**src/rtl/lcd_ctl_pkg.sv**
```systemverilog
package lcd_ctl_pkg;
  localparam int NFLAG    = 7;
  localparam int F_SOF    = 0;
  localparam int F_EOF    = 1;
  localparam int F_OUNF   = 2;
  localparam int F_IUNF   = 3;
  localparam int F_BERR   = 4;
  localparam int F_DONE   = 5;
  localparam int F_QUICK  = 6;
  localparam int CTL_EN   = 0;
  localparam int CTL_STOP = 1;
  localparam int MASK_LSB = 8;

  typedef enum logic [1:0] {
    ST_IDLE  = 2'd0,
    ST_RUN   = 2'd1,
    ST_FLUSH = 2'd2
  } run_st_t;
endpackage

```
**src/rtl/lcd_ctl_seq.sv**
```systemverilog
module lcd_ctl_seq
  import lcd_ctl_pkg::*;
(
  input  logic    clk,
  input  logic    rst_n,
  input  logic    ctl_wr,
  input  logic    wr_en_bit,
  input  logic    wr_stop_bit,
  input  logic    ev_eof,
  input  logic    ev_last_px,
  output run_st_t st_o,
  output logic    stop_o,
  output logic    quick_o,
  output logic    done_o
);
  run_st_t st_q, st_d;
  logic    stop_q, stop_d;
  logic    quick, done;

  // abrupt stop only counts when the pins are driven
  assign quick = ctl_wr && !wr_en_bit && (st_q != ST_IDLE);
  assign done  = !quick && (st_q == ST_FLUSH) && ev_last_px;

  always_comb begin
    st_d = st_q;
    if (quick) begin
      st_d = ST_IDLE;
    end else begin
      case (st_q)
        ST_IDLE:  if (ctl_wr && wr_en_bit) st_d = ST_RUN;
        ST_RUN:   if (stop_q && ev_eof)    st_d = ST_FLUSH;
        ST_FLUSH: if (ev_last_px)          st_d = ST_IDLE;
        default:                           st_d = ST_IDLE;
      endcase
    end
  end

  always_comb begin
    stop_d = stop_q;
    if (quick || done)  stop_d = 1'b0;
    else if (ctl_wr)    stop_d = wr_en_bit && wr_stop_bit;
  end

  always_ff @(posedge clk or negedge rst_n) begin
    if (!rst_n) begin
      st_q   <= ST_IDLE;
      stop_q <= 1'b0;
    end else begin
      st_q   <= st_d;
      stop_q <= stop_d;
    end
  end

  assign st_o    = st_q;
  assign stop_o  = stop_q;
  assign quick_o = quick;
  assign done_o  = done;
endmodule

```
**src/rtl/lcd_ctl_flags.sv**
```systemverilog
module lcd_ctl_flags #(
  parameter int N = 7
) (
  input  logic         clk,
  input  logic         rst_n,
  input  logic [N-1:0] set_i,
  input  logic [N-1:0] clr_i,
  output logic [N-1:0] flags_o
);
  for (genvar i = 0; i < N; i++) begin : g_flag
    logic f_q, f_d;
    always_comb begin
      f_d = f_q;
      if (set_i[i])      f_d = 1'b1;
      else if (clr_i[i]) f_d = 1'b0;
    end
    always_ff @(posedge clk or negedge rst_n) begin
      if (!rst_n) f_q <= 1'b0;
      else        f_q <= f_d;
    end
    assign flags_o[i] = f_q;
  end
endmodule

```
**src/rtl/lcd_ctl_irq.sv**
```systemverilog
module lcd_ctl_irq #(
  parameter int N = 7
) (
  input  logic [N-1:0] flags_i,
  input  logic [N-1:0] mask_i,
  output logic         irq_o
);
  logic [N-1:0] pend;
  assign pend  = flags_i & ~mask_i;
  assign irq_o = |pend;
endmodule

```
**src/rtl/lcd_ctl_core.sv**
```systemverilog
module lcd_ctl_core
  import lcd_ctl_pkg::*;
#(
  parameter int ADDR_W   = 4,
  parameter int DATA_W   = 32,
  parameter int REG_CTL  = 0,
  parameter int REG_STAT = 1,
  parameter int REG_DESC = 2
) (
  input  logic              clk,
  input  logic              rst_n,
  input  logic              wr_en,
  input  logic [ADDR_W-1:0] wr_addr,
  input  logic [DATA_W-1:0] wr_data,
  input  logic [ADDR_W-1:0] rd_addr,
  output logic [DATA_W-1:0] rd_data,
  input  logic              ev_sof,
  input  logic              ev_eof,
  input  logic              ev_out_unf,
  input  logic              ev_in_unf,
  input  logic              ev_bus_err,
  input  logic              ev_last_px,
  output logic              run,
  output logic              pin_en,
  output logic              halt_dma,
  output logic              irq
);
  localparam logic [ADDR_W-1:0] A_CTL  = ADDR_W'(REG_CTL);
  localparam logic [ADDR_W-1:0] A_STAT = ADDR_W'(REG_STAT);
  localparam logic [ADDR_W-1:0] A_DESC = ADDR_W'(REG_DESC);

  logic              ctl_wr, stat_wr, desc_wr;
  run_st_t           st;
  logic              stop_bit, quick_ev, done_ev;
  logic [NFLAG-1:0]  flag_set, flag_clr, flags_q;
  logic [NFLAG-1:0]  mask_q, mask_d;
  logic              err_q, err_d;
  logic [DATA_W-1:0] desc_q, desc_d;
  logic [DATA_W-1:0] ctl_rd;

  assign ctl_wr  = wr_en && (wr_addr == A_CTL);
  assign stat_wr = wr_en && (wr_addr == A_STAT);
  assign desc_wr = wr_en && (wr_addr == A_DESC);

  lcd_ctl_seq u_seq (
    .clk         (clk),
    .rst_n       (rst_n),
    .ctl_wr      (ctl_wr),
    .wr_en_bit   (wr_data[CTL_EN]),
    .wr_stop_bit (wr_data[CTL_STOP]),
    .ev_eof      (ev_eof),
    .ev_last_px  (ev_last_px),
    .st_o        (st),
    .stop_o      (stop_bit),
    .quick_o     (quick_ev),
    .done_o      (done_ev)
  );

  always_comb begin
    flag_set          = '0;
    flag_set[F_SOF]   = ev_sof;
    flag_set[F_EOF]   = ev_eof;
    flag_set[F_OUNF]  = ev_out_unf;
    flag_set[F_IUNF]  = ev_in_unf;
    flag_set[F_BERR]  = ev_bus_err;
    flag_set[F_DONE]  = done_ev;
    flag_set[F_QUICK] = quick_ev;
  end
  assign flag_clr = stat_wr ? wr_data[NFLAG-1:0] : '0;

  lcd_ctl_flags #(.N(NFLAG)) u_flags (
    .clk     (clk),
    .rst_n   (rst_n),
    .set_i   (flag_set),
    .clr_i   (flag_clr),
    .flags_o (flags_q)
  );

  lcd_ctl_irq #(.N(NFLAG)) u_irq (
    .flags_i (flags_q),
    .mask_i  (mask_q),
    .irq_o   (irq)
  );

  // masks are configuration: writable only while stopped
  always_comb begin
    mask_d = mask_q;
    if (ctl_wr && (st == ST_IDLE)) mask_d = wr_data[MASK_LSB +: NFLAG];
  end

  always_comb begin
    err_d = err_q;
    if (ev_bus_err)   err_d = 1'b1;
    else if (desc_wr) err_d = 1'b0;
  end

  always_comb begin
    desc_d = desc_q;
    if (desc_wr) desc_d = wr_data;
  end

  always_ff @(posedge clk or negedge rst_n) begin
    if (!rst_n) begin
      mask_q <= '1;
      err_q  <= 1'b0;
      desc_q <= '0;
    end else begin
      mask_q <= mask_d;
      err_q  <= err_d;
      desc_q <= desc_d;
    end
  end

  assign run      = (st == ST_RUN);
  assign pin_en   = (st != ST_IDLE);
  assign halt_dma = err_q || !run;

  always_comb begin
    ctl_rd                     = '0;
    ctl_rd[CTL_EN]             = pin_en;
    ctl_rd[CTL_STOP]           = stop_bit;
    ctl_rd[MASK_LSB +: NFLAG]  = mask_q;
  end

  always_comb begin
    rd_data = '0;
    if (rd_addr == A_CTL)       rd_data = ctl_rd;
    else if (rd_addr == A_STAT) rd_data = DATA_W'(flags_q);
    else if (rd_addr == A_DESC) rd_data = desc_q;
  end
endmodule

```
**config.mk**
```make
export PLATFORM = sky130hd
export DESIGN_NAME = lcd_ctl_core
export DESIGN_NICKNAME = d
export VERILOG_FILES = /design/src/rtl/lcd_ctl_pkg.sv /design/src/rtl/lcd_ctl_seq.sv /design/src/rtl/lcd_ctl_flags.sv /design/src/rtl/lcd_ctl_irq.sv /design/src/rtl/lcd_ctl_core.sv
export SDC_FILE = /design/constraint.sdc
export NUM_CORES = 1
export LEC_CHECK = 0
export BUFFER_PORTS_ARGS = -buffer_cell sky130_fd_sc_hd__clkbuf_2
export CAP_MARGIN = 10
export CORE_ASPECT_RATIO = 0.8
export CORE_MARGIN = 5
export CORE_UTILIZATION = 49
export CTS_CLUSTER_DIAMETER = 30
export DETAILED_ROUTE_END_ITERATION = 6
export GPL_TIMING_DRIVEN = 0
export PLACE_DENSITY = 0.77
export RECOVER_POWER = 50
export SLEW_MARGIN = 10
export SYNTH_ARGS = -nofsm -noshare
export SYNTH_HDL_FRONTEND = slang
export SYNTH_SLANG_ARGS = --single-unit
```
**constraint.sdc**
```tcl
create_clock -name clk -period 1.57 [get_ports clk]
set_clock_uncertainty 0.15 [all_clocks]
set_input_delay 0.157 -clock clk [delete_from_list [all_inputs] [get_ports clk]]
set_output_delay 0.157 -clock clk [all_outputs]
set_load 0.03 [all_outputs]
```
==> summary.md <==
| Metric | Value |
|---|---|
| Status | finished with violations |
| Failing checks | negative setup slack |
| N_diodes | 0 |
| Combinational Power Share | 0.297 |
| Placement row count | 22 |
| Pint | roughly 2.8 mW |
| Worst Max-Slew Pin Slew | ~0.67 ns |
| Core Util, Final | 0.8526 |
| Crit. End Element | output pin |
| Max-slew violations | 0 |
| Clock Sink Count | 50 |
| Synth top area cells | dfrtp_1 (45%), mux2_1 (14%), dfstp_2 (7.7%) |
| Cells after Synth | between 150 and 200 |
| Top cell type's share of synthesized area | 0.4496 |
| Adder-cell area share of the yosys netlist | 0 |
| Post-Place Worst Slack | -0.3855 ns |
| Crit-path max FO | 2 |
| Arrival time worst endpoint | approximately 1.6 ns |
| Critical-path top delay cell | dfstp_2 |
| Flop pwr share | 0.472 |
| Via density | about 5.4 |
| Buffers on Ports | 83 |
| Number of CTS-inserted buffers | 5 |
| Worst reg2reg path startpoint | u_seq.st_o[1] |
| Clk pwr share | 0.231 |
| Net count, final | 388 |
| Die Ht | roughly 73 um |
| WS Path Type | reg2out |
| Initial antenna violation count | 0 |
| CTS tree | built |
| Drt initial violations | between 100 and 150 |
| Synth cell types | 39 |
| Max-cap violations | 0 |
| Final WS setup | -0.3650 ns |
| Clock Root Buffer | clkbuf_8 |
| Pwr Total | 3.924 mW |
| Post-synthesis simple-gate area fraction | 0.1474 |
| Starting Density | 0.5145 |
| Via count | 2151 |
| R2r worst-path depth | 4 |
| Core box area | 0.004652 mm^2 |
| Required time of the critical path | ~1.3 ns |
| Most common cell after layout, fill and taps aside | clkbuf_2 |
| Area delta synth->final | 65.71% |
| Global-route wire length before repair | roughly 11000 um |
| Clock tree buffer depth | 2 |
| WL/cell | roughly 19 um |
| Hold WC Path Type | in2reg |
| Drt total wl | between 7000 and 8000 um |
| #FFs+latches synth | 50 |
| Critical path's largest stage delay | ~0.56 ns |
| Period utilization | 1.233 |
| PwrDens | 989.4 mW/mm^2 |
| Most frequent cells in the layout | clkbuf_2 (50), dfrtp_1 (42), dlygate4sd3_1 (38) |
| Final count of hold timing violations | 0 |
| Vias in the first global route | between 2000 and 2500 |
| Gr ovfl total | 0 |
| Post-synthesis sequential area ratio | 0.5264 |
| Compound-Gate Fraction of Synth Area | 0.09043 |
| Largest net degree at the start of global routing | a little over 50 |
| WHS | approximately 0.011 ns |
| Final HPWL DP | 4246 um |
| Sw power | between 1 and 1.5 mW |
| # IOs | 85 |
| Hold EP | u_flags.g_flag[2].f_q |
| Mapped Nets | 244 |
| Normalized max-slew margin | 0.5502 |
| Critical R2R Capture | mask_q[3] |
| XOR/XNOR share of the synthesized area | 0 |
| Count of final setup violators | 49 |
| Clock Latency Late Sink | 0.30 ns |
| Antenna viol nets, final | 0 |
| Final TNS setup | -5.889 ns |
| Tot GR Track Use | 0.2302 |
| Fmax achieved | a little over 500 MHz |
| Mapped Avg Cell Area | around 12 um^2 |
| Largest family of logic cells by synthesized area | multiplexers |
| CTS clk-pin slew, worst paths | approximately 0.090 ns |
| Worst R2R Setup Slack | roughly 0.05 ns |
| Die Area | between 0.006 and 0.007 mm^2 |
| Post-layout minimum cycle time | a little under 2 ns |
| Worst vdd ir | 0.0009941 V |
| CP cell instances | nor2b_2 -> or4_4 -> buf_8 |
| DRC | 0 |
| Startpoint type of the worst setup path | register |
| Mux cell area share after synthesis | 0.1918 |
| Die Span X | between 80 and 90 um |
| Leak | 1.904 nW |
| Htree depth | 2 |
| RePlAce Congestion | roughly 0.81 |
| Worst hold start | wr_addr[0] |
| Hold path cells | 3 |
| Synthesized area | around 0.0024 mm^2 |
| Pre-antenna DRT Iters | 4 |
| Synth area leader | dfrtp_1 |
| Sw Share | 0.2990 |
| Share of layout cells above drive strength 1 | 0.5029 |
| Ys Warns | 0 |
| RSZ-0062 raised after global routing | true |
## area by class of cell
type	instances	area, um^2
well taps	60	75.07
flip-flops and latches	50	1261
fillers	234	685.7
clock inverters	3	40.04
clock buffers	5	68.82
repair buffers	139	1266
plain buffers	8	76.32
multi-input cells	127	1149
inverters	8	30.03
## state kept, by name, indices dropped and copies added, names as in the netlist
signal              count
mask_q                  7
u_flags.g_flag.f_q      7
err_q                   1
desc_q                 32
u_seq.stop_o            1
u_seq.st_o              2
## timing repair
action                                  in CTS  in global routing
endpoints found under the setup margin      35                 36
resized for setup                           85                 65
buffers inserted                            14                  3
cloned                                       1                  1
hold buffers                                38                  0
hold endpoints to repair                    89                  0
pin swaps                                   21                 16
## power groups by stage
stage | Clock, mW | Combinational (mW) | Sequential [mW]
after floorplan | 0 | 0.519 | 1.79
after global placement | 0 | 0.721 | 1.84
after detailed placement | 0 | 0.742 | 1.86
after CTS | 0.908 | 1.03 | 1.82
after global routing | 0.984 | 1.25 | 1.88
final | 0.906 | 1.17 | 1.85
## cells in the mapped netlist, drive strengths merged
cell type / count
nand3: 2
a211o: 1
o22ai: 3
nor2b: 5
mux2: 39
dfrtp: 43
a22o: 8
nor3: 3
a22oi: 5
nor2: 8
o21ai: 1
dfstp: 7
and3: 2
clkbuf: 4
or4: 1
or2: 2
a31oi: 1
a41o: 1
nor3b: 2
nand3b: 1
nor4: 1
and3b: 1
o21bai: 1
nand4: 6
buf: 6
mux2i: 2
inv: 8
and2: 18
a21o: 5
a21oi: 3
nand2: 5
## metrics by stage
stage,cells,cell area (um^2)
floorplan,195,2421
global placement,338,2912
detailed placement,338,2914
CTS,399,3862
global route,400,3966
finish,400,3966
## routing by layer
metal / vias up / global-route usage / part of all wire
li1: 979 / - / -
met1: 1072 / 0.2971 / 0.41
met2: 88 / 0.3846 / 0.51
met3: 12 / 0.06810 / 0.061
met4: 0 / 0.05201 / 0.018
met5: - / 0 / 0
## cells by family after synthesis
logic type	after synthesis
AOI/OAI and AO/OA	29
buffers and inverters	18
DFF	50
muxes	41
and+or+nand+nor	57
## critical path, delay by kind of cell (launching register included)
family | cells | cell delay (ns)
buf+inv | 1 | 0.16
flops | 1 | 0.56
simple gates | 2 | 0.60
## worst max-delay path by stage
| stage | from | endpoint | slack [ns] | cells past startpoint |
|---|---|---|---|---|
| 5_1_grt | mask_q[6] | irq | -0.40 | 3 |
| 3_5_place_dp | rd_addr[3] | rd_data[14] | -0.39 | 7 |
| 4_1_cts | mask_q[4] | irq | -0.36 | 3 |
| 3_3_place_gp | rd_addr[3] | rd_data[14] | -0.38 | 7 |
| 6_report | mask_q[6] | irq | -0.37 | 3 |
| 2_1_floorplan | mask_q[3] | irq | 0.009 | 2 |
(Power assumes the default switching activity.)
